===== config.mk =====
export PLATFORM = sky130hd
export DESIGN_NAME = copy_bit_rewriter
export DESIGN_NICKNAME = d
export VERILOG_FILES = /design/src/rtl/cbr_pkg.sv /design/src/rtl/cbr_window.sv /design/src/rtl/cbr_match.sv /design/src/rtl/cbr_seq.sv /design/src/rtl/cbr_edit.sv /design/src/rtl/copy_bit_rewriter.sv
export SDC_FILE = /design/constraint.sdc
export NUM_CORES = 1
export LEC_CHECK = 0
export ABC_AREA = 1
export BUFFER_PORTS_ARGS = -buffer_cell sky130_fd_sc_hd__buf_2
export CAP_MARGIN = 20
export CORE_UTILIZATION = 60
export CTS_CLUSTER_DIAMETER = 200
export DETAILED_ROUTE_END_ITERATION = 16
export PLACE_DENSITY = 0.79
export SKIP_CTS_REPAIR_TIMING = 1
export SYNTH_ARGS = -nofsm -noshare
export SYNTH_HDL_FRONTEND = slang
export SYNTH_HIERARCHICAL = 1
export SYNTH_SLANG_ARGS = --single-unit
export TNS_END_PERCENT = 10

===== constraint.sdc =====
create_clock -name clk -period 3.4 [get_ports clk]
set_input_delay 0 -clock clk [delete_from_list [all_inputs] [get_ports clk]]
set_output_delay 0 -clock clk [all_outputs]
set_load 0.02 [all_outputs]

===== src/rtl/cbr_pkg.sv =====
package cbr_pkg;

  typedef enum logic {
    MODE_HUNT  = 1'b0,
    MODE_TRACK = 1'b1
  } mode_t;

  // Half-cell index, counted from the first preamble half-cell after the
  // block-start marker, of the first half-cell of a given bit in a given subframe.
  function automatic int bit_cell(input int sf_idx, input int sf_hc, input int bit_idx);
    return sf_idx * sf_hc + 2 * bit_idx;
  endfunction

  // Biphase-mark zero: both half-cells of the bit at the same level.
  function automatic logic bm_is_zero(input logic first_half, input logic second_half);
    return first_half == second_half;
  endfunction

endpackage


===== src/rtl/cbr_window.sv =====
module cbr_window #(
  parameter int WIN_W = 8
) (
  input  logic             clk,
  input  logic             rst,
  input  logic             din,
  output logic [WIN_W-1:0] win_now
);
  logic [WIN_W-2:0] hist_q;

  always_ff @(posedge clk) begin
    if (rst) hist_q <= '0;
    else     hist_q <= win_now[WIN_W-2:0];
  end

  assign win_now = {hist_q, din};
endmodule


===== src/rtl/cbr_match.sv =====
module cbr_match #(
  parameter int             WIN_W = 8,
  parameter logic [WIN_W-1:0] PAT = '0
) (
  input  logic [WIN_W-1:0] win,
  output logic             hit
);
  assign hit = (win == PAT);
endmodule


===== src/rtl/cbr_seq.sv =====
module cbr_seq #(
  parameter int CW        = 9,
  parameter int START_POS = 8,
  parameter int X_POS     = 263,
  parameter int LAST_POS  = 383
) (
  input  logic          clk,
  input  logic          rst,
  input  logic          z_hit,
  input  logic          x_hit,
  output logic          tracking,
  output logic          x_check,
  output logic [CW-1:0] cnt
);
  import cbr_pkg::*;

  localparam logic [CW-1:0] START_CNT = CW'(START_POS);
  localparam logic [CW-1:0] X_CNT     = CW'(X_POS);
  localparam logic [CW-1:0] LAST_CNT  = CW'(LAST_POS);

  mode_t         mode_q, mode_d;
  logic [CW-1:0] cnt_q, cnt_d;

  assign x_check  = (mode_q == MODE_TRACK) && (cnt_q == X_CNT);
  assign tracking = (mode_q == MODE_TRACK);
  assign cnt      = cnt_q;

  always_comb begin
    mode_d = mode_q;
    cnt_d  = cnt_q;
    if (mode_q == MODE_HUNT) begin
      if (z_hit) begin
        mode_d = MODE_TRACK;
        cnt_d  = START_CNT;
      end
    end else if (cnt_q == LAST_CNT || (x_check && !x_hit)) begin
      mode_d = MODE_HUNT;
      cnt_d  = '0;
    end else begin
      cnt_d = cnt_q + 1'b1;
    end
  end

  always_ff @(posedge clk) begin
    if (rst) begin
      mode_q <= MODE_HUNT;
      cnt_q  <= '0;
    end else begin
      mode_q <= mode_d;
      cnt_q  <= cnt_d;
    end
  end
endmodule


===== src/rtl/cbr_edit.sv =====
module cbr_edit #(
  parameter int CW       = 9,
  parameter int FIRST_SF = 4,
  parameter int N_SUB    = 2,
  parameter int SF_HC    = 64,
  parameter int COPY_BIT = 30
) (
  input  logic          tracking,
  input  logic [CW-1:0] cnt,
  input  logic [2:0]    recent,
  output logic          flip
);
  import cbr_pkg::*;

  logic [N_SUB-1:0] hit;

  for (genvar s = 0; s < N_SUB; s++) begin : g_sf
    localparam int            CELL0 = bit_cell(FIRST_SF + s, SF_HC, COPY_BIT);
    localparam logic [CW-1:0] C_2ND = CW'(CELL0 + 1);
    localparam logic [CW-1:0] P_1ST = CW'(CELL0 + 2);
    // Second copy half-cell: judge on the pair now in the window.
    // First parity half-cell: the copy pair has moved one place older.
    assign hit[s] = ((cnt == C_2ND) && bm_is_zero(recent[1], recent[0])) ||
                    ((cnt == P_1ST) && bm_is_zero(recent[2], recent[1]));
  end

  assign flip = tracking && (|hit);
endmodule


===== src/rtl/copy_bit_rewriter.sv =====
module copy_bit_rewriter #(
  parameter int          SF_BITS    = 32,
  parameter int          COPY_BIT   = 30,
  parameter int          EDIT_FRAME = 2,
  parameter int          SF_PER_FR  = 2,
  parameter int          WIN_W      = 8,
  parameter logic [7:0]  PRE_Z      = 8'b11101000,
  parameter logic [7:0]  PRE_X      = 8'b11100010
) (
  input  logic clk,
  input  logic rst,
  input  logic din,
  output logic dout
);
  localparam int SF_HC    = 2 * SF_BITS;
  localparam int FIRST_SF = EDIT_FRAME * SF_PER_FR;
  localparam int MARK_POS = WIN_W - 1;
  localparam int X_POS    = FIRST_SF * SF_HC + MARK_POS;
  localparam int LAST_POS = (FIRST_SF + SF_PER_FR) * SF_HC - 1;
  localparam int CW       = $clog2(LAST_POS + 1);

  logic [WIN_W-1:0] win_now;
  logic             z_hit, x_hit, x_check, tracking, flip;
  logic [CW-1:0]    cnt;
  logic             dout_q;

  cbr_window #(.WIN_W(WIN_W)) u_win (
    .clk(clk), .rst(rst), .din(din), .win_now(win_now)
  );

  cbr_match #(.WIN_W(WIN_W), .PAT(PRE_Z)) u_zmatch (.win(win_now), .hit(z_hit));
  cbr_match #(.WIN_W(WIN_W), .PAT(PRE_X)) u_xmatch (.win(win_now), .hit(x_hit));

  cbr_seq #(
    .CW(CW), .START_POS(MARK_POS + 1), .X_POS(X_POS), .LAST_POS(LAST_POS)
  ) u_seq (
    .clk(clk), .rst(rst), .z_hit(z_hit), .x_hit(x_hit),
    .tracking(tracking), .x_check(x_check), .cnt(cnt)
  );

  cbr_edit #(
    .CW(CW), .FIRST_SF(FIRST_SF), .N_SUB(SF_PER_FR), .SF_HC(SF_HC), .COPY_BIT(COPY_BIT)
  ) u_edit (
    .tracking(tracking), .cnt(cnt), .recent(win_now[2:0]), .flip(flip)
  );

  always_ff @(posedge clk) begin
    if (rst) dout_q <= 1'b0;
    else     dout_q <= din ^ flip;
  end

  assign dout = dout_q;
endmodule


### After elaboration in Yosys (flattened, before gate mapping)

Cells that the tools add are included.
Widths: inputs -> output; s select.

* shift operators: 0
* order comparisons: 0
* bitwise operators: 1
* multiply operators: 0
* equal/unequal tests: 10
* reduce and logical (&&, ||, !) cells: 13
* add/sub/neg operators: 1
* mux-type cells: 6
* div/mod/pow operators: 0

Operators with widths (number)
* $eq 9x9->1 const B: 6
* $mux 9: 3
* $eq 8x8->1 const B: 2
* $add 9x1->9 const B: 1
* $logic_and 1x1->1: 7
* $logic_or 1x1->1: 3
* $mux 1: 3
* $eq 1x1->1: 2
* $reduce_bool 2->1: 1
* $reduce_or 2->1: 1
* $logic_not 1->1: 1
* $xor 1x1->1: 1

* latch bits: 0
* memories: 0
* word-level logic and storage cells: 35
* RAM bits: 0
* register bits after elaboration: 18
* memory bits (read-only): 0

### Depth between registers and ports, before layout

Gate-level depths: netlist (run 1).

* depth after elaboration: 6
* gate-level depth with buffers: 11

### Cells and area by module

The synthesis (run 1) kept the hierarchy.

By module, submodules not included
* cbr_seq: area an instance 648.1 µm², cells an instance 96, instances 1
* cbr_window: area an instance 200.2 µm², cells an instance 22, instances 1
* cbr_edit: area an instance 93.8 µm², cells an instance 24, instances 1
* cbr_match (u_xmatch): area an instance 42.5 µm², cells an instance 10, instances 1
* cbr_match (u_zmatch): area an instance 40.0 µm², cells an instance 10, instances 1
* copy_bit_rewriter: area an instance 38.8 µm², cells an instance 6, instances 1

### Worst setup path after synthesis (run 1)

OpenSTA, ideal clock, no wires.

* path type: register to register
* start point: register u_seq.cnt_q[1], in the netlist u_seq/cnt[1]
* end point: register u_seq.cnt_q[6], in the netlist u_seq/cnt[6]
* path buffers: 0
* data required time: 3.283 ns
* library setup time: 0.117 ns
* slack: 2.018 ns
* data arrival time: 1.265 ns
* stages on the path, launching flop included: 9
* cell sequence: dfxtp_1 > ha_1 > nand2_1 > nor2_2 > nand4_4 > nand3_2 > nand2_2 > nand2_2 > nor2_1

* cells in the longest elaborated chain, start to end: 6
* elaborated cells on any way between the ends: 8

Ends and longest elaborated chain
* from (decl): line cbr_seq.sv:22 `logic [CW-1:0] cnt_q, cnt_d;`
* from (signal assigned): line cbr_seq.sv:50 `cnt_q <= cnt_d;`
* parallel branches: the longest is 4 deep, another holds $add 9x1->9
* $mux 9 (*): line cbr_seq.sv:36 `end else if (cnt_q == LAST_CNT || (x_check && !x_hit)) begin`
* $mux 9 (*): line cbr_seq.sv:31 `if (mode_q == MODE_HUNT) begin`

Every way passes the cells marked *.
A chain may end at the register's enable or synchronous reset.

### Worst setup path after layout (run 1)

* start point: register u_seq.cnt_q[1], in the netlist u_seq/cnt[1]
* end point: register u_seq.cnt_q[7], in the netlist u_seq/cnt[7]

Same word-level chain as after synthesis.

==> results of run 1 <==
[layer usage]
metal	share of wire [%]	track usage, %	routed length, um	up-vias
met5	0	0	0	-
met4	1.8	12.7	36	0
met3	4.7	3.75	92	4
met2	48	36.4	944	23
met1	45	30.3	878	411
li1	-	-	-	511
[report_power, final]
part           total [uW]  internal (uW)  switching (uW)
Combinational        15.9           5.71            10.2
Clock                 104           41.3            63.1
Sequential            215            213            1.99
Total                 335            260            75.3
[layout make-up]
type	instances	area share, %
Inverter	34	11.6
Clock buffer	3	2.05
Sequential cell	18	32.9
Multi-Input combinational cell	111	49.3
Tap cell	16	1.83
Timing Repair Buffer	4	2.28
[per-stage QoR]
step / power, uW / hold WS, ns / utilization (%) / instances
final: 335 / 0.0515 / 69.5 / 186
after global routing: 352 / 0.0474 / 69.5 / 186
after CTS: 339 / -0.0447 / 68.9 / 185
after detailed placement: 235 / 0.276 / 67.5 / 182
after global placement: 235 / 0.273 / 67.5 / 182
after floorplan: 230 / 0.0691 / - / 166
[state kept, by name (all words and copies together), names as in the netlist]
name	count
u_win/hist_q	7
u_seq/cnt	9
dout	1
u_seq/tracking	1
[layout by cell type, fill, tap and decap left out]
master,n
nand2_1,41
inv_1,32
nor2_1,27
dfxtp_1,18
nand3_1,8
a21oi_1,8
nor2_2,6
nand2_2,5
nand4_1,4
o21ai_0,4
clkbuf_4,3
buf_2,3
inv_2,2
dlygate4sd3_1,1
nor2_4,1
nand4_4,1
nand4_2,1
nand3_2,1
nor3_2,1
xnor2_1,1
o21ai_1,1
ha_1,1
[worst paths after layout]
check                    endpoint  cells past startpoint  slack (ns)
setup reg to reg     u_seq/cnt[7]                      8        1.86
hold reg to reg   u_win/hist_q[6]                      2        0.45
hold / removal    u_win/hist_q[6]                      2        0.05
setup / recovery     u_seq/cnt[7]                      8        1.86
[critical path: stages (launching register included)]
cell and delay (ns):
dfxtp_1 0.48, ha_1 0.28, nand2_1 0.11, nor2_2 0.16
nand4_4 0.13, nand3_2 0.12, nand2_2 0.06, nand2_2 0.06
nor2_1 0.04
==> metrics.csv, run 1 <==
metric,value,unit
die height,43.9,um
DP Worst Slack,1.87,ns
clk slew on worst S/H paths,0.10,ns
die width,43.9,um
CP Class,flip-flop to flip-flop,
# setup viols final,0,
Starting Density,66.7,%
final slew viol count,0,
Max Cap Violations,0,
Max Buffers Root-to-Sink,2,
IO Count,4,
total gr overflow,0,
worst hold start,rst,
Peak Freq,649,MHz
fin worst setup slack,1.86,ns
unrepaired setup endpoints after global routing,no,
LEAKAGE,0.000436,uW
crit path capture type,flip-flop,
layout cells sized above 1,14.1,%
Critical Path RT,3.60,ns
area of the multi-input gates,541,um2
Core ar.,1580,um2
gr usage total,23.2,%
hold crit path type,input pin to flip-flop,
root buffer cell,clkbuf_4,
initial DRC count,29,
RR Startpoint,u_seq/cnt[1],
Final HPWL DP,1440,um
Via Count,949,
final instance area,1100,um2
nets,176,
Row Count,14,
Die ar.,1920,um2
CTS buffer count,3,
Peak supply drop,0.000293,V
pin count of the biggest net entering global routing,16,
setup TNS,0,ns
router iterations before antenna repair,4,
port bufs,3,
outcome,"complete, no violations",
Mapped Nets,170,
CTS sink cnt,18,
Area growth syn-to-layout,4.29,%
period utilization,45.3,%
Synthesis Warnings,6,
Pwr Density,306,nW/um2
"Hold Violations, Final",0,
Antenna Nets Post-Route,0,
Startpoint Class,flip-flop,
# H-tree levels,1,
post-placement cell area,1060,um2
Worst Setup SP,u_seq/cnt[1],
first-pass GRT wire length,3240,um
number of remaining DRC errors,0,
clk_lat worst skew,0.29,ns
fillers,156,
CTS tree,yes,
routability cong.,0.910,
Syn Std Cell Area,1050,um2
Layout Skew,0.00364,ns
Post-Syn Instances,166,
vias in the first global route,796,
number of diodes,0,
initial antenna violation count,0,
Max-Slew Margin vs Limit,71.3,%
minimum clock period,1.54,ns
vias per cell,5.10,
Worst EP arrival,1.74,ns
Register Area,360,um2
total wire length,1950,um
Worst-Margin Slew,0.430,ns
WL per Instance,10.5,um
CP max FO,9,
Syn Area/Cell,6.33,um2
No activity file was read; power rests on OpenSTA's default activity.
==> inputs of run 2 (changes only) <==
--- a/config.mk
+++ b/config.mk
@@ -8,10 +8,10 @@
 export ABC_AREA = 1
 export BUFFER_PORTS_ARGS = -buffer_cell sky130_fd_sc_hd__buf_2
 export CAP_MARGIN = 20
-export CORE_UTILIZATION = 60
+export CORE_UTILIZATION = 53
 export CTS_CLUSTER_DIAMETER = 200
 export DETAILED_ROUTE_END_ITERATION = 16
-export PLACE_DENSITY = 0.79
+export PLACE_DENSITY = 0.74
 export SKIP_CTS_REPAIR_TIMING = 1
 export SYNTH_ARGS = -nofsm -noshare
 export SYNTH_HDL_FRONTEND = slang
==> constraint.sdc (replaced) <==
create_clock -name clk -period 1.3 [get_ports clk]
set_input_delay 0 -clock clk [delete_from_list [all_inputs] [get_ports clk]]
set_output_delay 0 -clock clk [all_outputs]
set_load 0.02 [all_outputs]
==> run 2 against run 1 <==
Against the previous run:
- design area rose by 18%
- sequential share of layout area is 4.0 points lower
- critical path depth up 1
- highest routed layer unchanged
- critical endpoint is now u_seq/cnt[1]
- core utilization rose by 3.1 points
- combinational power grew to 3.4 times the previous value
- cell count up 14%
- worst hold slack got worse by 0.030 ns
- critical path type unchanged
- register-to-register slack got worse by 1.9 ns
- worst setup slack got worse by 1.9 ns
- largest cell class unchanged
- clock skew shrank 0.0024 ns
- clock power rose to 3.4 times the previous value
- sequential power grew to 2.6 times the previous value
==> metrics.csv, run 2 (synthesis gave the netlist of run 1 again) <==
metric,value,unit
met2 WL post-DR,1110,um
port bufs,3,
vias in the first global route,868,
die width,46.5,um
Hold Worst Slack,0.0217,ns
Max-Slew Margin vs Limit,80.7,%
final slew viol count,0,
CTS sink cnt,18,
"Hold Violations, Final",0,
minimum clock period,1.30,ns
Die ar.,2170,um2
area of the multi-input gates,577,um2
Startpoint Class,flip-flop,
IO Count,4,
hold crit path type,input pin to flip-flop,
Peak Freq,771,MHz
first-pass GRT wire length,3530,um
CTS tree,yes,
DP Worst Slack,-0.0483,ns
total gr overflow,0,
initial antenna violation count,0,
Max Buffers Root-to-Sink,2,
Pwr Total,967,uW
CP Class,flip-flop to flip-flop,
Final HPWL DP,1650,um
CP max FO,4,
top sig layer,met4,
period utilization,99.8,%
M1 WL,1060,um
Antenna Nets Post-Route,0,
Register Area,374,um2
WL per Instance,10.9,um
router iterations before antenna repair,4,
CTS buffer count,3,
Critical Path RT,1.48,ns
total wire length,2320,um
clk slew on worst S/H paths,0.10,ns
Area growth syn-to-layout,23.2,%
clk_lat worst skew,0.30,ns
"commonest non-fill, non-tap cell in the layout",nand2_1,
WL met3,129,um
LEAKAGE,0.000539,uW
fillers,149,
nets,192,
Peak supply drop,0.000580,V
pin count of the biggest net entering global routing,16,
crit path capture type,flip-flop,
# setup viols final,0,
max reg flops,9,
number of diodes,0,
outcome,"complete, no violations",
Worst-Margin Slew,0.290,ns
gr usage total,23.3,%
Max Cap Violations,0,
fin worst setup slack,0.00274,ns
Row Count,15,
Via Count,1030,
Starting Density,58.9,%
Core ar.,1780,um2
number of remaining DRC errors,0,
initial DRC count,53,
# H-tree levels,1,
layout cells sized above 1,32.1,%
Worst EP arrival,1.48,ns
unrepaired setup endpoints after global routing,yes,
die height,46.5,um
vias per cell,4.86,
Layout Skew,0.00125,ns
most frequent cells in the layout,"nand2_1 (39), inv_1 (29), nor2_1 (26), buf_4 (15), dfxtp_2 (11)",
root buffer cell,clkbuf_4,
routability cong.,0.873,
Pwr Density,747,nW/um2
## run 2: cell type report
| class | count | area share, % |
|---|---|---|
| Clock buffer | 4 | 2.80 |
| Inverter | 34 | 9.86 |
| Timing Repair Buffer | 20 | 11.5 |
| Sequential cell | 18 | 28.9 |
| Multi-Input combinational cell | 111 | 44.5 |
| Tap cell | 25 | 2.42 |
## run 2: final timing paths
kind	start	slack, ns	cells past startpoint	endpoint
min reg2reg	u_seq/cnt[4]	0.53	2	u_seq/cnt[4]
max reg2reg	u_win/hist_q[0]	0.003	9	u_seq/cnt[1]
max	u_win/hist_q[0]	0.003	9	u_seq/cnt[1]
min	din	0.02	3	dout
## run 2: metal layers
metal / up-vias / GRT usage (%)
li1: 545 / -
met1: 449 / 31.2
met2: 34 / 36.1
met3: 2 / 4.71
met4: 0 / 8.82
met5: - / 0
## run 2: through the flow
step / instances / instance area, um2 / TNS [ns] / utilization [%]
floorplan: 166 / 1060 / 0 / -
global placement: 207 / 1200 / 0 / 67.3
detailed placement: 207 / 1200 / -0.0647 / 67.3
CTS: 211 / 1240 / -0.205 / 69.3
global route: 212 / 1290 / -0.312 / 72.6
finish: 212 / 1290 / 0 / 72.6
## run 2: where the power goes
group,internal [uW],total (uW),leakage (uW),switching [uW]
combinational,20.5,53.3,0.000367,32.8
clock,171,352,0.0000210,181
sequential,558,562,0.000151,3.81
total,750,967,0.000539,218
## run 2: critical path: stages, from the launching register on
cell	delay, ns
dfxtp_2	0.35
nor2_1	0.11
nand2_1	0.08
nor2_2	0.14
inv_1	0.06
nand2_2	0.10
inv_2	0.08
buf_6	0.12
nand2_1	0.05
a21oi_1	0.08
